<file path="src/rtl/pc_pkg.sv">
package pc_pkg;
  parameter int unsigned VA_W   = 32;
  parameter int unsigned PPN_W  = 20;
  parameter int unsigned DOM_W  = 4;
  parameter int unsigned N_SUB  = 4;
  localparam int unsigned VPN_W  = VA_W - 12;
  localparam int unsigned N_DOM  = 1 << DOM_W;
  localparam int unsigned PERM_W = 2 * N_SUB;
  localparam int unsigned DCR_W  = 2 * N_DOM;
  localparam int unsigned RGN_W  = VA_W - 20;

  localparam logic [1:0] SP_NONE = 2'b00;
  localparam logic [1:0] SP_RO   = 2'b01;
  localparam logic [1:0] SP_RW   = 2'b11;
  localparam logic [1:0] DCR_CHK = 2'b01;

  typedef enum logic [1:0] {
    FLT_NONE   = 2'd0,
    FLT_DOMAIN = 2'd1,
    FLT_XLATE  = 2'd2,
    FLT_PERM   = 2'd3
  } fault_e;

  typedef struct packed {
    logic              valid;
    logic [VPN_W-1:0]  vpn;
    logic [PPN_W-1:0]  ppn;
    logic [DOM_W-1:0]  dom;
    logic [PERM_W-1:0] perm;
  } entry_t;

  function automatic logic sp_live(input logic [1:0] c);
    return (c == SP_RO) || (c == SP_RW);
  endfunction
endpackage

</file>
<file path="src/rtl/pc_map_table.sv">
module pc_map_table
  import pc_pkg::*;
#(
  parameter int unsigned ENTRIES = 8,
  localparam int unsigned IDX_W = (ENTRIES > 1) ? $clog2(ENTRIES) : 1
) (
  input  logic                      clk_i,
  input  logic                      rst_ni,
  input  logic                      wr_en_i,
  input  logic [IDX_W-1:0]          wr_idx_i,
  input  entry_t                    wr_entry_i,
  input  logic [VA_W-1:0]           lk_addr_i,
  output entry_t [ENTRIES-1:0]      tbl_o,
  output logic                      vpn_hit_o,
  output logic [PPN_W-1:0]          hit_ppn_o,
  output logic [PERM_W-1:0]         hit_perm_o,
  output logic                      rgn_hit_o,
  output logic [DOM_W-1:0]          rgn_dom_o
);
  entry_t [ENTRIES-1:0] tbl_q;
  logic   [ENTRIES-1:0] vpn_match, rgn_match;

  for (genvar g = 0; g < ENTRIES; g++) begin : g_ent
    always_ff @(posedge clk_i or negedge rst_ni) begin
      if (!rst_ni)                                    tbl_q[g] <= '0;
      else if (wr_en_i && wr_idx_i == IDX_W'(g))      tbl_q[g] <= wr_entry_i;
    end
    assign vpn_match[g] = tbl_q[g].valid && (tbl_q[g].vpn == lk_addr_i[VA_W-1:12]);
    assign rgn_match[g] = tbl_q[g].valid &&
                          (tbl_q[g].vpn[VPN_W-1:8] == lk_addr_i[VA_W-1:20]);
  end

  // lowest index wins: scan downward so the last assignment is the lowest hit
  always_comb begin
    vpn_hit_o  = 1'b0;
    hit_ppn_o  = '0;
    hit_perm_o = '0;
    rgn_hit_o  = 1'b0;
    rgn_dom_o  = '0;
    for (int i = ENTRIES - 1; i >= 0; i--) begin
      if (vpn_match[i]) begin
        vpn_hit_o  = 1'b1;
        hit_ppn_o  = tbl_q[i].ppn;
        hit_perm_o = tbl_q[i].perm;
      end
      if (rgn_match[i]) begin
        rgn_hit_o = 1'b1;
        rgn_dom_o = tbl_q[i].dom;
      end
    end
  end

  assign tbl_o = tbl_q;

  // a page hit always lies inside a covered region
  p_hit_in_region_r4: assert property (@(posedge clk_i) disable iff (!rst_ni)
    vpn_hit_o |-> rgn_hit_o);
endmodule

</file>
<file path="config.mk">
export PLATFORM = sky130hd
export DESIGN_NAME = pc_map_table
export DESIGN_NICKNAME = d
export VERILOG_FILES = /design/src/rtl/pc_pkg.sv /design/src/rtl/pc_map_table.sv
export SDC_FILE = /design/constraint.sdc
export NUM_CORES = 1
export LEC_CHECK = 0
export ABC_AREA = 1
export BUFFER_PORTS_ARGS = -buffer_cell sky130_fd_sc_hd__buf_2
export CORE_ASPECT_RATIO = 2
export CORE_MARGIN = 8
export CORE_UTILIZATION = 45
export CTS_CLUSTER_SIZE = 25
export DETAILED_ROUTE_END_ITERATION = 6
export PLACE_DENSITY = 0.78
export SYNTH_ARGS = -nofsm -noshare
export SYNTH_HDL_FRONTEND = slang
export SYNTH_SLANG_ARGS = --single-unit
</file>
<file path="constraint.sdc">
create_clock -name clk_i -period 1.75 [get_ports clk_i]
set_input_delay 0.175 -clock clk_i [delete_from_list [all_inputs] [get_ports clk_i]]
set_output_delay 0.175 -clock clk_i [all_outputs]
set_load 0.005 [all_outputs]
</file>
* Word level (Yosys, flattened, before mapping)
Index checks and enable logic that the tools add are counted.
Word-level totals: register bits after elaboration 424, output and inout bits 458, word-level logic and storage cells 128
Cells by class: equal/unequal tests 23, mux-type cells 40, reductions and logical operators 25
Operator list (number):
- == test 20 bit | 8
- 2-to-1 mux 20 bit | 8
- == test 12 bit | 8
- 2-to-1 mux 8 bit | 8
- 2-to-1 mux 4 bit | 8
- logical AND 1 bit | 24
- 2-to-1 mux 1 bit | 16
- == test 3 bit, second input constant | 4
- == test 3 x 2 -> 1 bit, second input constant | 2
- == test 3 x 1 -> 1 bit, second input constant | 1
- logical NOT 3 bit | 1

* Longest topological paths before layout
Gate-level depths: netlist of the first run.
depth in word-level cells 10, mapped depth 18

* Worst setup path before layout of the first run
No wires, ideal clock.
path type register to output, start reg tbl_q (netlist bit tbl_o[359]), end out hit_perm_o[2], data arrival time 1.705 ns, path slack -0.130 ns, cell stages (with the launch flop) 15, path buffers 1, cell sequence dfrtp_1 -> nand2_1 -> o21ai_0 -> nor2_1 -> nand2_1 -> nor2_1 -> nand3_4 -> a21oi_4 -> buf_6 -> nand2_1 -> nand2_1 -> nand2_1 -> nand2_1 -> nand2_1 -> nand2_1
Between the ends: word-level cells in the longest chain between the ends 9
Ends and longest elaborated chain:
- start: declaration | RTL line pc_map_table.sv:20 | entry_t [ENTRIES-1:0] tbl_q;
- start signal: indexed assignment | RTL line pc_map_table.sv:26 | else if (wr_en_i && wr_idx_i == IDX_W'(g)) tbl_q[g] <= wr_entry_i;
- == test 20 bit | RTL line pc_map_table.sv:28 | assign vpn_match[g] = tbl_q[g].valid && (tbl_q[g].vpn == lk_addr_i[VA_W-1:12]);
- logical AND 1 bit | RTL line pc_map_table.sv:28
- 2-to-1 mux 8 bit (7 in a row) | RTL line pc_map_table.sv:41 | if (vpn_match[i]) begin
- end: declaration | RTL line pc_map_table.sv:16 | output logic [PERM_W-1:0] hit_perm_o,
Every way passes these cells.

* Worst setup path after layout of the first run
start reg tbl_q (netlist bit tbl_o[43]), end out hit_ppn_o[13]
Between the ends: word-level cells in the longest chain between the ends 3
Ends and longest elaborated chain:
- == test 20 bit | RTL line pc_map_table.sv:28
- logical AND 1 bit | RTL line pc_map_table.sv:28
- 2-to-1 mux 20 bit | RTL line pc_map_table.sv:41
- end: declaration | RTL line pc_map_table.sv:15 | output logic [PPN_W-1:0] hit_ppn_o,
Every way passes these cells.

==> results of run 1 <==
-- what timing repair did --
item	CTS	global route
endpoints found under the hold margin	215	0
setup buffers	9	17
pin swaps	15	51
endpoints found under the setup margin	34	34
gates resized for setup	74	85
hold buffers	52	0
gates cloned	5	4
-- layout make-up --
type,count,share of cell area [%]
multi-input cells,1776,30.1
clock buffers,54,3.95
well taps,555,2.46
clock inverters,8,0.346
flip-flops and latches,424,37.6
repair buffers,935,23.3
inverters,164,2.24
diodes,2,0.0177
-- power by group through the flow --
stage,clock network [mW],logic [mW],registers (mW)
floorplan,0,2.46,13.4
global placement,0,7.63,13.4
detailed placement,0,7.76,13.5
CTS,8.64,7.97,13.3
global route,8.97,8.79,13.6
finish,8.51,8.04,13.4
-- routing by layer --
layer / routed length (µm) / track usage, %
met5: 0 / 0
met4: 8310 / 25.7
met3: 7020 / 6.35
met2: 42900 / 55.2
met1: 29400 / 35.0
-- worst max-delay path: stages, from the launching register on --
cell	delay, ns
dfrtp_1	0.41
xnor2_2	0.27
nand4_1	0.23
a211oi_2	0.33
nand2_2	0.16
inv_4	0.11
nand2_4	0.07
inv_6	0.10
buf_12	0.13
buf_16	0.14
nor2_1	0.06
nand2_2	0.06
nand2_1	0.04
buf_2	0.12
-- cell usage in the layout, fill, tap and decap left out, types with 18 or more instances in the layout --
| cell type | instances |
|---|---|
| a21oi_1 | 58 |
| buf_12 | 43 |
| buf_2 | 530 |
| buf_4 | 285 |
| clkbuf_16 | 44 |
| dfrtp_1 | 424 |
| dlygate4sd3_1 | 52 |
| inv_1 | 144 |
| nand2_1 | 830 |
| nand2_2 | 46 |
| nand2_4 | 18 |
| nand4_1 | 19 |
| nor2_1 | 164 |
| o21ai_0 | 437 |
| o21ai_1 | 29 |
| xnor2_1 | 47 |
| xor2_1 | 37 |
-- path summary, 6_finish.rpt --
kind | startpoint | to | slack, ns | cells after the start
max | tbl_o[43] | hit_ppn_o[13] | -1.21 | 13
min | wr_entry_i[12] | tbl_o[224] | 0.11 | 3
max reg2reg | tbl_o[43] | tbl_o[43] | 0.69 | 5
min reg2reg | tbl_o[295] | tbl_o[295] | 0.50 | 2
max in group asynchronous | rst_ni | tbl_o[211] | 0.81 | 4
min in group asynchronous | rst_ni | tbl_o[342] | 0.15 | 2
-- per-stage QoR --
stage / setup TNS [ns] / area [µm²] / total power [mW] / worst slack [ns]
global route: -43.63 / 28200 / 31.4 / -1.36
CTS: -38.95 / 27800 / 29.9 / -1.22
floorplan: -1.89 / 20000 / 15.8 / -0.0820
global placement: -31.60 / 25600 / 21.0 / -1.04
finish: -38.34 / 28200 / 29.9 / -1.21
detailed placement: -30.51 / 25600 / 21.2 / -1.01
-- logic make-up after synthesis --
family                 synth area share [%]
flip-flops                             53.1
AO/OA/AOI/OAI                          14.5
buffers and inverters                  6.54
XOR/XNOR                               3.90
AND/OR/NAND/NOR                        21.9
==> results by group, run 1 <==
Timing
  – Relative slew slack: 65.0%
  – Hold Worst Slack: 0.109 ns
  – Final Hold Vio Count: 0
  – Setup Skew: 0 ns
  – RSZ-0062 raised after global routing: true
  – Fin crit share: 169%
  – # setup viols final: 34
  – Setup ws final: -1.21 ns
  – Fmax: 0.338 GHz
  – Minimum clock period: 2.96 ns
  – Final Slew Violations: 0
  – Slew @ Worst Pin: 0.525 ns

Pwr
  – Power Density: 1060 nW/µm²
  – Switching share of power: 32.6%
  – Pleak: 15.3 nW
  – Switching power: 9.75 mW
  – Sequential power share: 44.8%
  – Clock power share: 28.4%
  – Peak supply drop: 1050 µV
  – Internal: 20.2 mW
  – Comb power frac: 26.8%

Routing
  – Drt pass-1 iters: 6
  – DR vias: 21100
  – Vias per cell: 5.40
  – Antenna Nets Post-Route: 0
  – DRT Wirelength: 87700 µm
  – Iter 0 DRT Violations: 1959
  – Routed length per instance: 22.4 µm
  – DRC viols: 0

Yosys
  – Yosys reg bits: 424
  – Commonest cells in the netlist: nand2_1, o21ai_0, dfrtp_1
  – Warnings, synthesis: 0
  – Seq/Total Area, Yosys: 53.1%
  – Top-count cell post-synth: nand2_1
  – Syn nets: 2594
  – Ys flop type: dfrtp_1
  – Post-synth top area cell: dfrtp_1
  – Synth Cell Area: 20000 µm²
  – Yosys cell types: 40
  – Syn Area/Cell: 7.98 µm²
  – Number of synthesized flops with an enable pin: 0
  – Synth top area cells: dfrtp_1, nand2_1, o21ai_0, nor2_1, inv_1
  – Post-Synthesis Cells: 2503
  – Ys async rst share: 100%
  – Yosys top cell area share: 53.1%

Clock tree
  – Inserted Clock Buffers: 39
  – Clock latency on the worst-skew pair: 0.54 ns
  – Worst-path clk slew: 0.07 ns
  – Clock Tree Root: clkbuf_16
  – CTS max path bufs: 3
  – CTS tree: built
  – Sink Count: 424
  – H-tree depth: 2

Global route
  – Number of global-route vias before repair: 21000
  – First-pass GRT wire length: 128000 µm
  – Largest net degree at the start of global routing: 107
  – Antenna violations before repair: 2
  – GRT Total Usage: 32.7%
  – Gr ovfl total: 0

Final layout
  – Final non-filler cell total: 3918
  – Fraction of layout cells with a size suffix above 1: 32.1%
  – Register area: 10600 µm²
  – Number of flip-flops in the largest register: 424
  – Area Growth Syn to Fin: 41.4%
  – Fill cells: 3698
  – Final Util: 64.1%
  – Nets@finish: 3431
  – Area of the multi-input gates: 8510 µm²

Setup path
  – Critical path endpoint category: output pin
  – Kind of critical path: flop to output pin
  – Arrival @ worst endpoint: 2.78 ns
  – Data required time of the worst path: 1.57 ns
  – CP Launch Type: flop
  – Largest fanout on the critical path: 9

Status
  – Failing checks: setup timing
  – Status: complete, but fails checks

Place
  – Post-DP HPWL: 62200 µm
  – Port buffer count: 536
  – GPL Wtd Cong: 1.00
  – Dpl cells: 3775

Flow run
  – Max-cap violations: 0

Floorplanning
  – # rows: 109
  – Starting Density: 45.3%
  – Area of the die: 51800 µm²
  – Core area: 44100 µm²
  – Die H: 314 µm
  – Die width: 165 µm
  – # IOs: 549

Min path
  – Worst hold path class: input pin to flop
No activity file was read; power rests on OpenSTA's default activity.
==> inputs of run 2 (changes only) <==
CORE_MARGIN = 2   (was 8)
PLACE_DENSITY = 0.75   (was 0.78)
clock period = 2.74 ns   (was 1.75 ns; I/O delays follow)
==> run 2 against run 1 <==
The flow still finishes with violations (setup timing). Worst hold slack better by 0.012 ns. Flip-flop and latch count stayed put. Clock power is 30% lower. Utilization is 3.0 points lower. Worst setup slack better by 0.92 ns. Global-route usage is 0.89 points higher. Cell count is 5.1% lower. Count of clock-buffer cells in the layout is 3 higher.
==> results by group, run 2 (synthesized netlist as in run 1, its figures left out) <==
Final layout
  – Area Growth Syn to Fin: 34.8%
  – Most common cell after layout, fill and taps aside: nand2_1
  – Fraction of layout cells with a size suffix above 1: 28.2%
  – N_diodes: 0
  – Nets@finish: 3224
  – Final non-filler cell total: 3717
  – Commonest cells after routing, fill and taps aside: nand2_1, buf_2, o21ai_0, dfrtp_1, nor2_1
  – Number of flip-flops in the largest register: 424
  – Design area: 26900 µm²
  – Final Util: 61.1%

Floorplanning
  – Core area: 44100 µm²
  – # rows: 109
  – Die H: 302 µm
  – Die width: 153 µm
  – # IOs: 549
  – Starting Density: 45.3%
  – Area of the die: 46200 µm²

Timing
  – Setup tns final: -6.80 ns
  – RSZ-0062 raised after global routing: true
  – Fmax: 0.330 GHz
  – Fin crit share: 111%
  – Setup Skew: 0 ns
  – Minimum clock period: 3.03 ns
  – Final Slew Violations: 0
  – # setup viols final: 33
  – Slew @ Worst Pin: 1.20 ns
  – Setup ws final: -0.293 ns
  – Relative slew slack: 19.7%
  – Final Hold Vio Count: 0

Routing
  – DR vias: 20500
  – DRC viols: 0
  – Antenna Nets Post-Route: 0
  – DRT Wirelength: 81500 µm
  – Routed length per instance: 21.9 µm
  – Drt pass-1 iters: 6
  – Iter 0 DRT Violations: 1861
  – Vias per cell: 5.51

Global route
  – Antenna violations before repair: 0
  – Largest net degree at the start of global routing: 107
  – Gr ovfl total: 0
  – First-pass GRT wire length: 119000 µm
  – GRT Total Usage: 33.6%
  – Number of global-route vias before repair: 19500

Clock tree
  – Clock Tree Root: clkbuf_16
  – Worst-path clk slew: 0.07 ns
  – H-tree depth: 2
  – CTS max path bufs: 3
  – Sink Count: 424
  – CTS tree: built
  – Inserted Clock Buffers: 39
  – Clock latency on the worst-skew pair: 0.54 ns

Place
  – Dpl cells: 3540
  – Post-DP HPWL: 55700 µm
  – Port buffer count: 536
  – Area after DPL: 23800 µm²
  – GPL Wtd Cong: 0.978

Setup path
  – Cell mode on critical path: nand2_1
  – Kind of critical path: flop to output pin
  – Reg2reg start: tbl_o[148]
  – Slowest stage delay, CP: 0.44 ns
  – Reg2reg end: tbl_o[148]
  – Arrival @ worst endpoint: 2.76 ns
  – CP max stage cell: dfrtp_2
  – Largest fanout on the critical path: 8
  – Data required time of the worst path: 2.47 ns
  – Critical path endpoint category: output pin
  – Worst-path cell chain: or2_4 -> o211ai_1 -> nor2_2 -> buf_6 -> nand3_4 -> clkinv_4 -> buf_12 -> buf_12 -> buf_6 -> o21ai_4 -> nand2_1 -> nand2_1 -> nand2_1 -> nand2_1 -> nand2_2 -> nand2_1 -> buf_2
  – R2R depth: 4
  – R2r setup slk: 1.70 ns
  – CP Launch Type: flop

Min path
  – Worst hold path class: input pin to flop
  – Hold Path Stages: 3
  – Hold Path Sink: tbl_o[383]
  – Hold_sp: wr_entry_i[12]

Pwr
  – Power Density: 702 nW/µm²
  – Peak supply drop: 598 µV
  – Final Power: 18.9 mW
  – Pleak: 14.4 nW

Status
  – Status: complete, but fails checks
  – Failing checks: setup timing

Flow run
  – Max-cap violations: 0
==> run 2: through the flow <==
step,hold slack (ns),worst slack [ns]
2_1_floorplan,-0.0216,0.700
3_3_place_gp,0.282,-0.176
3_5_place_dp,0.286,-0.161
4_1_cts,0.116,-0.291
5_1_grt,0.163,-0.433
6_report,0.120,-0.293
==> run 2: worst max path at each step <==
stage / start / depth (start not counted) / slack [ns] / endpoint
6_report: tbl_o[368] / 17 / -0.29 / hit_ppn_o[15]
5_1_grt: tbl_o[408] / 18 / -0.43 / hit_perm_o[3]
4_1_cts: tbl_o[191] / 13 / -0.29 / hit_perm_o[1]
3_5_place_dp: lk_addr_i[14] / 12 / -0.16 / hit_perm_o[2]
3_3_place_gp: lk_addr_i[12] / 12 / -0.18 / hit_perm_o[2]
2_1_floorplan: lk_addr_i[13] / 14 / 0.70 / hit_perm_o[2]
==> run 2: cell type report <==
class / instances / area, µm²
Clock buffer: 57 / 1160
Multi-Input combinational cell: 1776 / 8630
Timing Repair Buffer: 728 / 4980
Fill cell: 3721 / 17100
Inverter: 164 / 646
Clock inverter: 13 / 204
Tap cell: 555 / 694
Sequential cell: 424 / 10600
==> run 2: layer usage <==
metal	up-vias	wire length, µm	GRT usage, %
met5	-	0	0
met4	0	6890	23.4
met3	340	6860	6.53
met2	1281	40700	58.1
met1	9634	27100	37.3
li1	9222	-	-
==> run 2: critical path, delay by kind of cell (launching register included) <==
kind | cells | cell delay [ns]
buffers and inverters | 6 | 0.71
AO/OA/AOI/OAI | 2 | 0.24
AND/OR/NAND/NOR | 9 | 0.80
flip-flops | 1 | 0.44
==> run 2: repair_timing <==
item                                    CTS  global route
cloned                                    5             6
hold buffers                             52             0
pin swaps                                20            34
endpoints found under the hold margin   107             0
gates resized for setup                  92            77
setup buffers                            20            26
endpoints found under the setup margin   34            34
==> run 2: power breakdown <==
| part | total [mW] | internal [mW] | leakage [nW] | switching [mW] |
|---|---|---|---|---|
| Clock | 5.93 | 3.41 | 0.653 | 2.51 |
| Sequential | 8.65 | 7.46 | 5.30 | 1.19 |
| Combinational | 4.32 | 1.91 | 8.43 | 2.41 |
==> inputs of run 3 (changes only) <==
CORE_MARGIN = 1   (was 2)
CORE_UTILIZATION = 35   (was 45)
PLACE_DENSITY = 0.62   (was 0.75)
==> run 3 against run 2 <==
The run still ends with setup timing left. Global-route usage down 5.7 points. First-iteration DRC count down 26%. Worst setup slack worse by 0.10 ns. Total power down 1.3%. Clock skew unchanged. Count of clock-buffer cells in the layout up 1. Sequential share of layout area down 0.26 points. Die area up 26%. Largest cell class unchanged. Largest power group unchanged.
==> results by group, run 3 (synthesized netlist as in run 1, its figures left out) <==
Status
  – Status: complete, but fails checks
  – Failing checks: setup timing

Floorplanning
  – Area of the die: 58100 µm²
  – Starting Density: 35.5%
  – Die H: 340 µm
  – # rows: 123
  – # IOs: 549
  – Die width: 171 µm
  – Core area: 56300 µm²

Final layout
  – Number of flip-flops in the largest register: 424
  – Fill cells: 5638
  – Nets@finish: 3243
  – Commonest cells after routing, fill and taps aside: nand2_1, buf_2, o21ai_0, dfrtp_1, nor2_1
  – Register area: 10600 µm²
  – Area of the multi-input gates: 8580 µm²
  – Fraction of layout cells with a size suffix above 1: 28.5%
  – Area Growth Syn to Fin: 35.7%
  – Final non-filler cell total: 3935
  – Design area: 27100 µm²
  – Most common cell after layout, fill and taps aside: nand2_1

Global route
  – Number of global-route vias before repair: 18900
  – GRT Total Usage: 28.0%
  – Largest net degree at the start of global routing: 107
  – Antenna violations before repair: 1
  – First-pass GRT wire length: 120000 µm
  – Gr ovfl total: 0

Routing
  – Antenna Nets Post-Route: 0
  – DRC viols: 0
  – Metal-1 WL: 29600 µm
  – Iter 0 DRT Violations: 1369
  – Max layer used: met4
  – Drt pass-1 iters: 6
  – WL met2: 42100 µm
  – Vias per cell: 5.02
  – DR vias: 19800
  – Routed wl met3: 5200 µm
  – Routed length per instance: 20.8 µm
  – DRT Wirelength: 81900 µm

Pwr
  – Power Density: 688 nW/µm²
  – Pleak: 14.4 nW
  – Final Power: 18.7 mW
  – Peak supply drop: 535 µV

Flow run
  – Max-cap violations: 0

Setup path
  – CP Launch Type: flop
  – Critical path endpoint category: output pin
  – Kind of critical path: flop to output pin
  – Arrival @ worst endpoint: 2.86 ns
  – Data required time of the worst path: 2.47 ns
  – Largest fanout on the critical path: 5

Clock tree
  – H-tree depth: 2
  – CTS tree: built
  – Sink Count: 424
  – Worst-path clk slew: 0.06 ns
  – Clock Tree Root: clkbuf_16
  – CTS max path bufs: 3
  – Inserted Clock Buffers: 41
  – Clock latency on the worst-skew pair: 0.55 ns

Timing
  – # setup viols final: 34
  – Final Hold Vio Count: 0
  – Setup Skew: 0 ns
  – Fmax: 0.319 GHz
  – Relative slew slack: 20.0%
  – Hold Worst Slack: 0.0890 ns
  – Setup ws final: -0.397 ns
  – Fin crit share: 114%
  – Slew @ Worst Pin: 1.20 ns
  – Minimum clock period: 3.14 ns
  – RSZ-0062 raised after global routing: true
  – Final Slew Violations: 0

Place
  – Setup slack after placement: -0.0987 ns
  – Port buffer count: 536
  – Post-DP HPWL: 59300 µm
  – Area after DPL: 24200 µm²
  – Dpl cells: 3772
  – GPL Wtd Cong: 0.955

Min path
  – Worst hold path class: input pin to flop
[run 3: layer usage]
| layer | up-vias | track usage (%) |
|---|---|---|
| met4 | 0 | 15.6 |
| met5 | - | 0 |
| met2 | 882 | 50.2 |
| met1 | 9407 | 31.0 |
| met3 | 209 | 4.29 |
| li1 | 9270 | - |
[run 3: final cells by class]
cell class,instances,share of cell area [%]
inverters,164,2.41
clock buffers,58,4.47
repair buffers,745,18.3
clock inverters,17,0.489
well taps,750,3.46
multi-input cells,1776,31.7
flip-flops and latches,424,39.2
diodes,1,0.00923
[run 3: worst max-delay path: stages (launching register included)]
cell	delay, ns
dfrtp_1	0.38
inv_1	0.05
nand2_1	0.07
nand2_2	0.06
nor2_2	0.12
nand2_1	0.09
nor2_2	0.16
buf_6	0.15
nand3_4	0.07
buf_6	0.12
a21oi_4	0.20
buf_12	0.14
clkbuf_16	0.15
nand2_2	0.07
nand2_4	0.08
nand2_2	0.07
nand2_2	0.09
nand2_2	0.05
nand2_2	0.08
buf_6	0.10
[run 3: path summary, 6_finish.rpt]
| check | slack [ns] | cells after the start | endpoint | start |
|---|---|---|---|---|
| max in group asynchronous | 1.40 | 4 | tbl_o[84] | rst_ni |
| max reg2reg | 1.81 | 3 | tbl_o[149] | tbl_o[149] |
| max | -0.40 | 19 | hit_perm_o[1] | tbl_o[356] |
| min in group asynchronous | 0.26 | 2 | tbl_o[352] | rst_ni |
| min reg2reg | 0.50 | 2 | tbl_o[75] | tbl_o[75] |
| min | 0.09 | 3 | tbl_o[224] | wr_entry_i[12] |
[run 3: metrics by stage]
stage	setup TNS, ns	utilization (%)
final	-10.07	48.1
after global routing	-15.71	48.1
after CTS	-10.71	47.4
after detailed placement	-1.18	43.0
after global placement	-1.55	43.0
after floorplan	0	-
[run 3: report_power, final]
part	total, mW	switching [mW]	internal (mW)	leakage (nW)
clock network	5.82	2.62	3.20	0.663
logic	4.20	2.34	1.87	8.42
registers	8.63	1.18	7.46	5.31
total	18.7	6.13	12.5	14.4
[run 3: timing repair]
item / CTS / global route
endpoints found under the setup margin: 34 / 34
gates cloned: 3 / 1
endpoints found under the hold margin: 113 / 0
resized for setup: 110 / 74
pin swaps: 15 / 42
setup buffers: 23 / 12
hold buffers: 52 / 0
